**src/rtl/dmatx_pkg.sv**
```systemverilog
package dmatx_pkg;

    localparam int CNT_W   = 8;
    localparam int STA_W   = 4;
    localparam int SYNC_ST = 2;
    localparam int PIN_W   = 5;

    typedef enum logic {
        BUS_STROBE = 1'b0,
        BUS_RWDS   = 1'b1
    } bus_e;

    // synchronized bus pins, all active low except rw (low = write)
    typedef struct packed {
        logic ack_n;
        logic wr_n;
        logic rd_n;
        logic rw_n;
        logic ds_n;
    } bus_pins_t;

    localparam bus_pins_t PINS_IDLE = '{default: 1'b1};

    // strobe that carries a mailbox write for the selected bus style
    function automatic logic strobe_low(bus_e bus, logic fly, bus_pins_t p);
        if (bus == BUS_RWDS) return ~p.ds_n;
        return fly ? ~p.rd_n : ~p.wr_n;
    endfunction

    // direction qualifier: only meaningful on the R/W bus
    function automatic logic dir_is_write(bus_e bus, logic fly, bus_pins_t p);
        if (bus == BUS_STROBE) return 1'b1;
        return fly ? p.rw_n : ~p.rw_n;
    endfunction

endpackage

```
**src/rtl/dmatx_sync.sv**
```systemverilog
module dmatx_sync #(
    parameter int W      = 5,
    parameter int STAGES = 2,
    parameter logic [W-1:0] RST_VAL = '1
) (
    input  logic         clk,
    input  logic         rst,
    input  logic [W-1:0] d,
    output logic [W-1:0] q
);
    logic [STAGES-1:0] chain [W];

    for (genvar b = 0; b < W; b++) begin : g_bit
        always_ff @(posedge clk) begin
            if (rst) chain[b] <= {STAGES{RST_VAL[b]}};
            else     chain[b] <= {chain[b][STAGES-2:0], d[b]};
        end
        assign q[b] = chain[b][STAGES-1];
    end
endmodule

```
**src/rtl/dmatx_strobe_dec.sv**
```systemverilog
module dmatx_strobe_dec
    import dmatx_pkg::*;
(
    input  logic      clk,
    input  logic      rst,
    input  bus_e      bus,
    input  logic      fly,
    input  bus_pins_t pins,
    output logic      step
);
    logic stb_now;
    logic access;
    logic access_q;

    always_comb begin
        stb_now = strobe_low(bus, fly, pins);
        access  = ~pins.ack_n & stb_now & dir_is_write(bus, fly, pins);
    end

    always_ff @(posedge clk) begin
        if (rst) access_q <= 1'b0;
        else     access_q <= access;
    end

    // a write counts once, when its qualified strobe is released
    assign step = access_q & ~stb_now;

    a_r4_step_single: assert property (@(posedge clk) disable iff (rst)
        step |=> !step);
endmodule

```
**src/rtl/dmatx_counter.sv**
```systemverilog
module dmatx_counter
    import dmatx_pkg::*;
(
    input  logic             clk,
    input  logic             rst,
    input  logic             we,
    input  logic [CNT_W-1:0] wdata,
    input  logic             step,
    output logic [CNT_W-1:0] cnt,
    output logic             busy,
    output logic             done_pulse
);
    localparam logic [CNT_W-1:0] CNT_ZERO = '0;
    localparam logic [CNT_W-1:0] CNT_WRAP = '1;

    logic load;
    logic adv;
    logic last;

    always_comb begin
        load = we & ~busy;
        adv  = step & busy;
        last = adv & (cnt == CNT_ZERO);
    end

    always_ff @(posedge clk) begin
        if (rst) begin
            cnt        <= CNT_ZERO;
            busy       <= 1'b0;
            done_pulse <= 1'b0;
        end else begin
            done_pulse <= last;
            if (load) begin
                cnt  <= wdata;
                busy <= 1'b1;
            end else if (adv) begin
                cnt <= cnt - 1'b1;
                if (last) busy <= 1'b0;
            end
        end
    end

    a_r2_load: assert property (@(posedge clk) disable iff (rst)
        (we && !busy) |=> (busy && cnt == $past(wdata)));
    a_r3_busy_ignore: assert property (@(posedge clk) disable iff (rst)
        (busy && we && !step) |=> (cnt == $past(cnt)));
    a_r4_dec_one: assert property (@(posedge clk) disable iff (rst)
        (busy && step && cnt != CNT_ZERO) |=> (busy && cnt == $past(cnt) - 1'b1));
    a_r8_wrap: assert property (@(posedge clk) disable iff (rst)
        (busy && step && cnt == CNT_ZERO) |=> (!busy && cnt == CNT_WRAP && done_pulse));
    a_r10_idle_hold: assert property (@(posedge clk) disable iff (rst)
        (!busy && !we) |=> (cnt == $past(cnt) && !busy));
endmodule

```
**src/rtl/dmatx_status.sv**
```systemverilog
module dmatx_status
    import dmatx_pkg::*;
(
    input  logic             clk,
    input  logic             rst,
    input  logic             set_done,
    input  logic             rd,
    output logic [STA_W-1:0] sta,
    output logic             irq
);
    logic done;

    always_ff @(posedge clk) begin
        if (rst)           done <= 1'b0;
        else if (set_done) done <= 1'b1;
        else if (rd)       done <= 1'b0;
    end

    assign sta = {{(STA_W-1){1'b0}}, done};
    assign irq = done;

    a_r8_done_set: assert property (@(posedge clk) disable iff (rst)
        set_done |=> irq);
    a_r9_read_clear: assert property (@(posedge clk) disable iff (rst)
        (rd && !set_done) |=> !irq);
endmodule

```
**src/rtl/dmatx_mbox.sv**
```systemverilog
module dmatx_mbox
    import dmatx_pkg::*;
(
    input  logic             clk,
    input  logic             rst,
    input  logic             bus_rwds,
    input  logic             flyby,
    input  logic             cnt_we,
    input  logic [7:0]       cnt_wdata,
    input  logic             sta_rd,
    output logic [3:0]       sta_rdata,
    input  logic             ack_n,
    input  logic             wr_n,
    input  logic             rd_n,
    input  logic             rw_n,
    input  logic             ds_n,
    output logic             tx_req,
    output logic [7:0]       cnt_q,
    output logic             irq
);
    bus_pins_t raw_pins;
    bus_pins_t s_pins;
    logic      step;
    logic      done_pulse;
    bus_e      bus_sel;

    assign raw_pins = '{ack_n: ack_n, wr_n: wr_n, rd_n: rd_n, rw_n: rw_n, ds_n: ds_n};
    assign bus_sel  = bus_e'(bus_rwds);

    dmatx_sync #(.W(PIN_W), .STAGES(SYNC_ST), .RST_VAL(PINS_IDLE)) u_sync (
        .clk (clk),
        .rst (rst),
        .d   (raw_pins),
        .q   (s_pins)
    );

    dmatx_strobe_dec u_dec (
        .clk  (clk),
        .rst  (rst),
        .bus  (bus_sel),
        .fly  (flyby),
        .pins (s_pins),
        .step (step)
    );

    dmatx_counter u_cnt (
        .clk        (clk),
        .rst        (rst),
        .we         (cnt_we),
        .wdata      (cnt_wdata),
        .step       (step),
        .cnt        (cnt_q),
        .busy       (tx_req),
        .done_pulse (done_pulse)
    );

    dmatx_status u_sta (
        .clk      (clk),
        .rst      (rst),
        .set_done (done_pulse),
        .rd       (sta_rd),
        .sta      (sta_rdata),
        .irq      (irq)
    );

    a_r7_pause_hold: assert property (@(posedge clk) disable iff (rst)
        (tx_req && s_pins.ack_n && $past(s_pins.ack_n) && !cnt_we) |=> (tx_req && cnt_q == $past(cnt_q)));
    a_r9_upper_zero: assert property (@(posedge clk) disable iff (rst)
        sta_rdata[3:1] == 3'b000);
endmodule

```
**config.mk**
```make
export PLATFORM = sky130hd
export DESIGN_NAME = dmatx_mbox
export DESIGN_NICKNAME = d
export VERILOG_FILES = /design/src/rtl/dmatx_pkg.sv /design/src/rtl/dmatx_sync.sv /design/src/rtl/dmatx_strobe_dec.sv /design/src/rtl/dmatx_counter.sv /design/src/rtl/dmatx_status.sv /design/src/rtl/dmatx_mbox.sv
export SDC_FILE = /design/constraint.sdc
export NUM_CORES = 1
export LEC_CHECK = 0
export ABC_AREA = 1
export BUFFER_PORTS_ARGS = -buffer_cell sky130_fd_sc_hd__buf_2
export CORE_AREA = 4 4 58 60
export DETAILED_ROUTE_END_ITERATION = 10
export DIE_AREA = 0 0 62 64
export PLACE_DENSITY = 0.65
export SETUP_SLACK_MARGIN = 0.05
export SLEW_MARGIN = 20
export SYNTH_ARGS = -nofsm -noshare
export SYNTH_HDL_FRONTEND = slang
export SYNTH_SLANG_ARGS = --single-unit
```
**constraint.sdc**
```tcl
create_clock -name clk -period 1.4 [get_ports clk]
set_input_delay 0.07 -clock clk [delete_from_list [all_inputs] [get_ports clk]]
set_output_delay 0.07 -clock clk [all_outputs]
set_load 0.05 [all_outputs]
```
==> flow_summary.toml, run 1 <==
[outcome]
status = "completed"

[timing]
setup_violations = 0
hold_ws_ns = 0.03733
skew_ns = 0.008480
rsz0062_at_grt = "no"
period_needed_ns = 1.205
fin_crit_sh = 0.8604
slew_viol_final = 0
hold_violations = 0
clock.fmax_ghz = 0.8302
final.setup.tns_ns = 0

[synth]
synthAdderAreaFrac = 0.02299
synth-seq-cells = 22
synth_compound_area_frac = 0.07586
synth_simple_gate_area_frac = 0.3747
seq_area_frac_synth = 0.4046
synth_mux_area_frac = 0
synth_top_family_by_area = "simple AND/OR/NAND/NOR gates"
synth_cell_types = 23
syn_area_um2 = 1089
synthXorXnorAreaFrac = 0
syn_area_per_cell_um2 = 6.761
syn_inst = 161
yosysWarnings = 0

[critical_path]
cp.required_ns = 1.63
crit_path_frequent_cell = "nor2_1"
worstPathMaxFanout = 6
cp.arrival_ns = 1.43
cp-start-kind = "register"
crit_chain = "inv_1 -> ha_2 -> inv_1 -> nor2_1 -> o21ai_0 -> nand2_1 -> nor2_1 -> nor2_1"
worst_path_max_delay_cell = "dfxtp_2"
max_stage_delay_ns = 0.38
critPathKind = "register to register"
worst_setup_path_end_kind = "register"

[grt]
grt_antenna_before_repair = 0
overflow = 0
grt.total_usage = 0.1225
grt_pass1_vias = 896
grt_pass1_wl_um = 3760
grt_start_max_net_pins = 17

[clocking]
cts_buffers = 3
cts_sinks = 22
cts_root_buffer = "clkbuf_4"
ctsLongestPathBuffers = 2
htree_levels = 1
clk_pin_slew_ns = 0.13
clock_latency_ns = 0.32
cts_tree = "built"

[power]
switching_share = 0.3374
p_leak_nw = 0.7204
combPwrFrac = 0.271
power.density_nw_per_um2 = 1140
netSwitchingPower_mw = 0.5225
p_total_mw = 1.549
power.share.clock = 0.275
pwr-share-seq = 0.454
internal_power_mw = 1.026
vdd_drop_max_uv = 586.6

[placement]
place.gp.congestion = 0.8323
port_buffers = 29
dp_hpwl_um = 1706
dpl.cell_count = 220

[detailed_routing]
vias = 1005
dr.pass1.iters = 4
ant_nets = 0
drc = 0
drt_iter0_markers = 31
wl_per_cell_um = 9.895
detail_route.vias_per_cell = 4.389
routed_wl_um = 2266

[die]
rows = 20
core_um2 = 2928
pin_count = 33
fp.dieW_um = 62
die-area_um2 = 3968
start_util = 0.3718
die_h_um = 64

[finish]
instances_no_fill = 229
area_growth_syn_to_layout_pct = 24.83
nets = 218
drive_gt1_frac = 0.2755
insertedDiodeCount = 0

[job]
cap_violations = 0

[hold_path]
min_path_type = "input port to register"
## power by group through the flow
stage	combinational (mW)	sequential (mW)	clock [mW]
5_1_grt	0.471	0.711	0.460
6_report	0.420	0.703	0.425
4_1_cts	0.418	0.703	0.438
3_3_place_gp	0.405	0.717	0
3_5_place_dp	0.406	0.718	0
2_1_floorplan	0.235	0.799	0
## cells in the final DEF (no fill, tap or decap)
master / n
dlygate4sd3_1: 5
dfxtp_4: 1
dfxtp_1: 19
o21ai_1: 2
clkbuf_4: 3
inv_1: 19
inv_2: 2
nor2_4: 1
a21oi_1: 5
o21bai_1: 1
or2_0: 1
nand3_2: 1
buf_2: 29
nand2_4: 1
buf_4: 2
conb_1: 3
nand4_1: 2
ha_2: 1
nand3_1: 9
nor2_1: 29
dfxtp_2: 2
or2_2: 10
ha_1: 1
nand2_1: 37
o21ai_0: 8
clkbuf_16: 1
nor4_1: 1
## metrics by stage
step,area [µm²],utilization,worst slack [ns]
4_1_cts,1351,0.4615,0.1206
3_3_place_gp,1254,0.4282,0.1636
5_1_grt,1359,0.4641,0.06499
3_5_place_dp,1254,0.4282,0.1361
2_1_floorplan,1102,-,0.01663
6_report,1359,0.4641,0.1954
## what timing repair did
action / CTS / global route
gates resized for setup: 0 / 3
hold buffers: 5 / 0
setup endpoints to repair: 0 / 3
hold endpoints to repair: 5 / 0
buffers inserted: 0 / 0
## worst max-delay path: cells and delay by family, from the launching register on
kind                       cells  cell delay [ns]
buffers and inverters          2             0.11
AOI/OAI and AO/OA              1             0.17
adders and majority gates      1             0.20
DFF                            1             0.38
and+or+nand+nor                4             0.25
## layout make-up
type | count | area (µm²)
fillers | 320 | 1569
multi-input cells | 113 | 534.3
repair buffers | 36 | 210.2
well taps | 33 | 41.29
inverters | 21 | 78.83
flip-flops and latches | 22 | 446.7
clock buffers | 4 | 47.55
## synth_stat cells
cell type / instances / share of area
nand3_2: 1 / 0.0092
nand3_1: 9 / 0.041
or2_2: 10 / 0.057
o21ai_0: 8 / 0.037
inv_1: 20 / 0.069
o21ai_1: 2 / 0.0092
conb_1: 1 / 0.0034
dfxtp_1: 22 / 0.40
or2_0: 1 / 0.0058
clkbuf_1: 1 / 0.0034
o21bai_1: 1 / 0.0069
buf_2: 1 / 0.0046
nand2_1: 37 / 0.13
nand4_1: 2 / 0.011
nor2_1: 29 / 0.10
nor4_1: 1 / 0.0058
a21oi_1: 5 / 0.023
nand2_2: 1 / 0.0058
ha_1: 2 / 0.023
inv_2: 1 / 0.0034
nor2_4: 1 / 0.010
buf_6: 1 / 0.010
buf_4: 4 / 0.028
## registers in the layout, summed over array words and instances, names as in the netlist
signal,cells
u_sync.chain,10
u_cnt.cnt,8
u_cnt.busy,1
u_cnt.done_pulse,1
u_dec.access_q,1
u_sta.irq,1
## worst paths after layout
| path | startpoint | slack [ns] | end | cells after the start |
|---|---|---|---|---|
| min | sta_rd | 0.04 | u_sta.irq | 4 |
| min reg2reg | u_sync.chain[4][1] | 0.41 | u_dec.access_q | 1 |
| max | u_cnt.cnt[1] | 0.20 | u_cnt.cnt[2] | 8 |
| max reg2reg | u_cnt.cnt[1] | 0.20 | u_cnt.cnt[2] | 8 |
## per-layer routing
layer  vias to the layer above  GRT usage  share of wire
met3                         3    0.03434          0.063
li1                        559          -              -
met5                         -          0              0
met4                         0    0.03183         0.0075
met2                        24     0.1943           0.45
met1                       419     0.1599           0.48
## kinds of logic (layout without fill, tap and decap cells)
group | after synthesis | after routing
and+or+nand+nor | 92 | 92
DFF | 22 | 22
buffers and inverters | 28 | 61
other | 1 | 3
adders and majority gates | 2 | 2
AOI/OAI and AO/OA | 16 | 16
Note: power is estimated with default switching activity, not from simulation.
==> inputs of run 2 (changes only) <==
Settings changed: PLACE_DENSITY 0.65 to 0.72.
==> flow_summary.toml, run 2 (synthesis results as in run 1) <==
[outcome]
status = "completed"

[placement]
dp_hpwl_um = 1571
place_area_um2 = 1246
port_buffers = 29
dpl.cell_count = 219
place.gp.congestion = 0.8522
place_ws_ns = 0.1509

[finish]
area_growth_syn_to_layout_pct = 24.37
mostFrequentLayoutCells = "37 x nand2_1, 29 x nor2_1, 29 x buf_2"
utilization = 0.4624
largest_reg_flops = 10
finalInstanceArea_um2 = 1354
nets = 217
instances_no_fill = 228
insertedDiodeCount = 0
layout_commonest_cell = "nand2_1"
largest-register = "u_sync.chain"
drive_gt1_frac = 0.2667
largestRegisters = "u_sync.chain: 10 flops, u_cnt.cnt: 8 flops"

[grt]
overflow = 0
grt.total_usage = 0.1212
grt_pass1_vias = 863
grt_antenna_before_repair = 0
grt_start_max_net_pins = 17
grt_pass1_wl_um = 3670

[timing]
fin_crit_sh = 0.8861
setup_violations = 0
skew_ns = 0.006010
hold_violations = 0
clock.fmax_ghz = 0.8061
worst_slack_ns = 0.1594
slew_viol_final = 0
hold_ws_ns = 0.04462
period_needed_ns = 1.241
rsz0062_at_grt = "no"
final.setup.tns_ns = 0

[critical_path]
worstPathMaxFanout = 6
worst_setup_path_end_kind = "register"
cp-start-kind = "register"
critPathKind = "register to register"
worst-r2r-setup-slack_ns = 0.16
cp.arrival_ns = 1.46
cp.required_ns = 1.62
r2r_end = "u_cnt.cnt[2]"
r2r-start = "u_cnt.cnt[0]"
worstRegToRegCells = 8

[die]
die-area_um2 = 3968
pin_count = 33
core_um2 = 2928
start_util = 0.3718
fp.dieW_um = 62
rows = 20
die_h_um = 64

[detailed_routing]
routed_wl_um = 2122
ant_nets = 0
drt_iter0_markers = 25
detail_route.vias_per_cell = 4.452
drc = 0
dr.pass1.iters = 4
vias = 1015
wl_per_cell_um = 9.307

[clocking]
clk_pin_slew_ns = 0.13
cts_buffers = 3
post_cts_buffers = 0
cts_root_buffer = "clkbuf_4"
ctsLongestPathBuffers = 2
cts_tree = "built"
htree_levels = 1
clock_latency_ns = 0.31
cts_sinks = 22

[hold_path]
hold_path_end = "u_sta.irq"
min_from = "sta_rd"
hold_depth = 4
min_path_type = "input port to register"

[power]
p_leak_nw = 0.7187
p_total_mw = 1.602
vdd_drop_max_uv = 625.2
power.density_nw_per_um2 = 1183

[job]
cap_violations = 0
[run 2: cell count changes in the layout (fill, tap and decap cells not counted), sizes merged]
cell / delta
clkbuf: -1
bufinv: +1
buf: -1
[run 2: routing by layer]
| layer | up-vias | routed length, µm | track usage |
|---|---|---|---|
| li1 | 558 | - | - |
| met1 | 431 | 1062 | 0.1679 |
| met2 | 24 | 929 | 0.1723 |
| met3 | 2 | 100 | 0.02424 |
| met4 | 0 | 29 | 0.06366 |
| met5 | - | 0 | 0 |
[run 2: worst max-delay path, stage by stage, from the launching register on]
cell	delay [ns]
dfxtp_4	0.38
inv_2	0.05
ha_1	0.25
inv_1	0.07
nor2_1	0.03
o21ai_0	0.16
nand2_1	0.07
nor2_1	0.10
nor2_1	0.05
[run 2: area by class of cell]
| class | count | area, µm² |
|---|---|---|
| clock buffer | 3 | 22.52 |
| clock inverter | 1 | 30.03 |
| tap | 33 | 41.29 |
| fill | 309 | 1574 |
| multi-input combinational | 113 | 531.8 |
| timing repair buffer | 35 | 202.7 |
| inverter | 21 | 78.83 |
| sequential | 22 | 446.7 |
[run 2: report_power, final]
| group | internal, mW | total, mW | switching [mW] |
|---|---|---|---|
| clock | 0.289 | 0.483 | 0.194 |
| combinational | 0.138 | 0.414 | 0.276 |
| sequential | 0.667 | 0.705 | 0.0381 |
| total | 1.09 | 1.60 | 0.508 |
[run 2: how the worst max path moves through the flow]
stage / from / to / depth (start not counted)
finish: u_cnt.cnt[0] / u_cnt.cnt[2] / 8
global route: u_cnt.cnt[1] / u_cnt.cnt[2] / 8
CTS: u_cnt.cnt[0] / u_cnt.cnt[2] / 8
detailed placement: u_cnt.cnt[0] / u_cnt.cnt[2] / 8
global placement: u_cnt.cnt[0] / u_cnt.cnt[2] / 8
floorplan: u_cnt.cnt[1] / u_cnt.cnt[2] / 8
[run 2: timing repair]
action / CTS / global route
hold buffers: 5 / 0
endpoints found under the hold margin: 5 / 0
setup endpoints to repair: 0 / 4
resized for setup: 0 / 2
==> inputs of run 3 (changes only) <==
Settings changed: ABC_CLOCK_PERIOD_IN_PS set to 1400, CTS_BUF_LIST set to sky130_fd_sc_hd__clkbuf_16.
==> flow_summary.toml, run 3 (synthesis results as in run 1) <==
[outcome]
status = "completed"

[critical_path]
crit_start = "u_cnt.cnt[0]"
critPathKind = "register to register"
cp-start-kind = "register"
worstPathMaxFanout = 4
worstRegToRegCells = 9
crit_chain = "inv_1 -> ha_1 -> inv_1 -> nor2_1 -> nand2_1 -> nor2_1 -> nand3_1 -> nand2_1 -> a21oi_1"
worst_path_max_delay_cell = "dfxtp_4"
crit_end = "u_cnt.busy"
cp.required_ns = 1.53
r2r_end = "u_cnt.busy"
worst-r2r-setup-slack_ns = 0.17
cp.arrival_ns = 1.36
r2r-start = "u_cnt.cnt[0]"
max_stage_delay_ns = 0.35
worst_setup_path_end_kind = "register"

[timing]
fin_crit_sh = 0.8768
slew_viol_final = 0
final.setup.tns_ns = 0
period_needed_ns = 1.228
skew_ns = 0.003829
clock.fmax_ghz = 0.8147
setup_violations = 0
rsz0062_at_grt = "no"
hold_violations = 0

[hold_path]
min_from = "sta_rd"
min_path_type = "input port to register"

[power]
vdd_drop_max_uv = 630.5
power.density_nw_per_um2 = 1363
p_leak_nw = 0.7410

[die]
die-area_um2 = 3968
rows = 20
die_h_um = 64
core_um2 = 2928
start_util = 0.3718
pin_count = 33
fp.dieW_um = 62

[finish]
largestRegisters = "u_sync.chain: 10 flops, u_cnt.cnt: 8 flops"
nFillCells = 297
drive_gt1_frac = 0.2667
insertedDiodeCount = 0
layout_commonest_cell = "nand2_1"
area_growth_syn_to_layout_pct = 29.43
mostFrequentLayoutCells = "37 x nand2_1, 29 x nor2_1, 29 x buf_2"
nets = 217
instances_no_fill = 228
largest_reg_flops = 10
largest-register = "u_sync.chain"

[clocking]
clock_latency_ns = 0.25
ctsLongestPathBuffers = 2
cts_sinks = 22
cts_tree = "built"
htree_levels = 1
cts_buffers = 3
clk_pin_slew_ns = 0.06
cts_root_buffer = "clkbuf_16"

[placement]
port_buffers = 29
dpl.cell_count = 219
dp_hpwl_um = 1571
place.gp.congestion = 0.8522

[detailed_routing]
routed_wl_um = 2266
drc = 0
drt_iter0_markers = 26
ant_nets = 0
dr.pass1.iters = 5
wl_per_cell_um = 9.939
detail_route.vias_per_cell = 4.539
vias = 1035

[grt]
grt_start_max_net_pins = 17
grt_pass1_vias = 891
grt.total_usage = 0.1236
grt_pass1_wl_um = 3746
overflow = 0
grt_antenna_before_repair = 0

[job]
cap_violations = 0
## run 3: metrics by stage
| stage | worst slack [ns] | util | total power, mW | cell area (µm²) | hold WS [ns] |
|---|---|---|---|---|---|
| 2_1_floorplan | 0.01663 | - | 1.034 | 1102 | 0.1738 |
| 3_3_place_gp | 0.1722 | 0.4256 | 1.118 | 1246 | 0.2516 |
| 3_5_place_dp | 0.1509 | 0.4256 | 1.121 | 1246 | 0.2535 |
| 4_1_cts | 0.1383 | 0.4786 | 1.932 | 1401 | 0.1081 |
| 5_1_grt | 0.06699 | 0.4812 | 2.017 | 1409 | 0.1529 |
| 6_report | 0.1725 | 0.4812 | 1.920 | 1409 | 0.1036 |
## run 3: cell type report
type	count	area [µm²]	share of cell area
timing repair buffer	35	202.7	0.1439
clock buffer	3	75.07	0.05329
inverter	21	78.83	0.05595
sequential	22	446.7	0.3171
tap	33	41.29	0.02931
multi-input combinational	113	534.3	0.3792
clock inverter	1	30.03	0.02131
## run 3: how the worst min path moves through the flow
stage | end | slack (ns) | depth (start not counted)
after floorplan | u_sync.chain[1][0] | 0.17 | 1
final | u_sta.irq | 0.10 | 4
after global routing | u_cnt.cnt[3] | 0.15 | 5
after CTS | u_sta.irq | 0.11 | 4
after detailed placement | u_sync.chain[4][0] | 0.25 | 2
after global placement | u_sync.chain[3][0] | 0.25 | 2
## run 3: critical path, delay by kind of cell (launching register included)
kind            cells  cell delay (ns)
flops               1             0.35
fa+ha+maj           1             0.15
compound gates      1             0.05
simple gates        5             0.40
buf+inv             2             0.15
## run 3: repair_timing
action / CTS / global route
hold endpoints to repair: 5 / 0
buffers inserted: 0 / 0
setup endpoints to repair: 0 / 3
resized for setup: 0 / 2
hold buffers: 5 / 0
## run 3: routing by layer
| layer | vias up | share of wire | routed length (µm) | global-route usage |
|---|---|---|---|---|
| li1 | 557 | - | - | - |
| met5 | - | 0 | 0 | 0 |
| met1 | 451 | 0.47 | 1070 | 0.1667 |
| met4 | 0 | 0.013 | 29 | 0.05570 |
| met3 | 2 | 0.053 | 121 | 0.02424 |
| met2 | 25 | 0.46 | 1045 | 0.1852 |
## run 3: power breakdown
part           total, mW  switching, mW  internal [mW]
registers          0.706         0.0384          0.667
clock network      0.795          0.228          0.567
logic              0.419          0.280          0.138
total               1.92          0.547           1.37
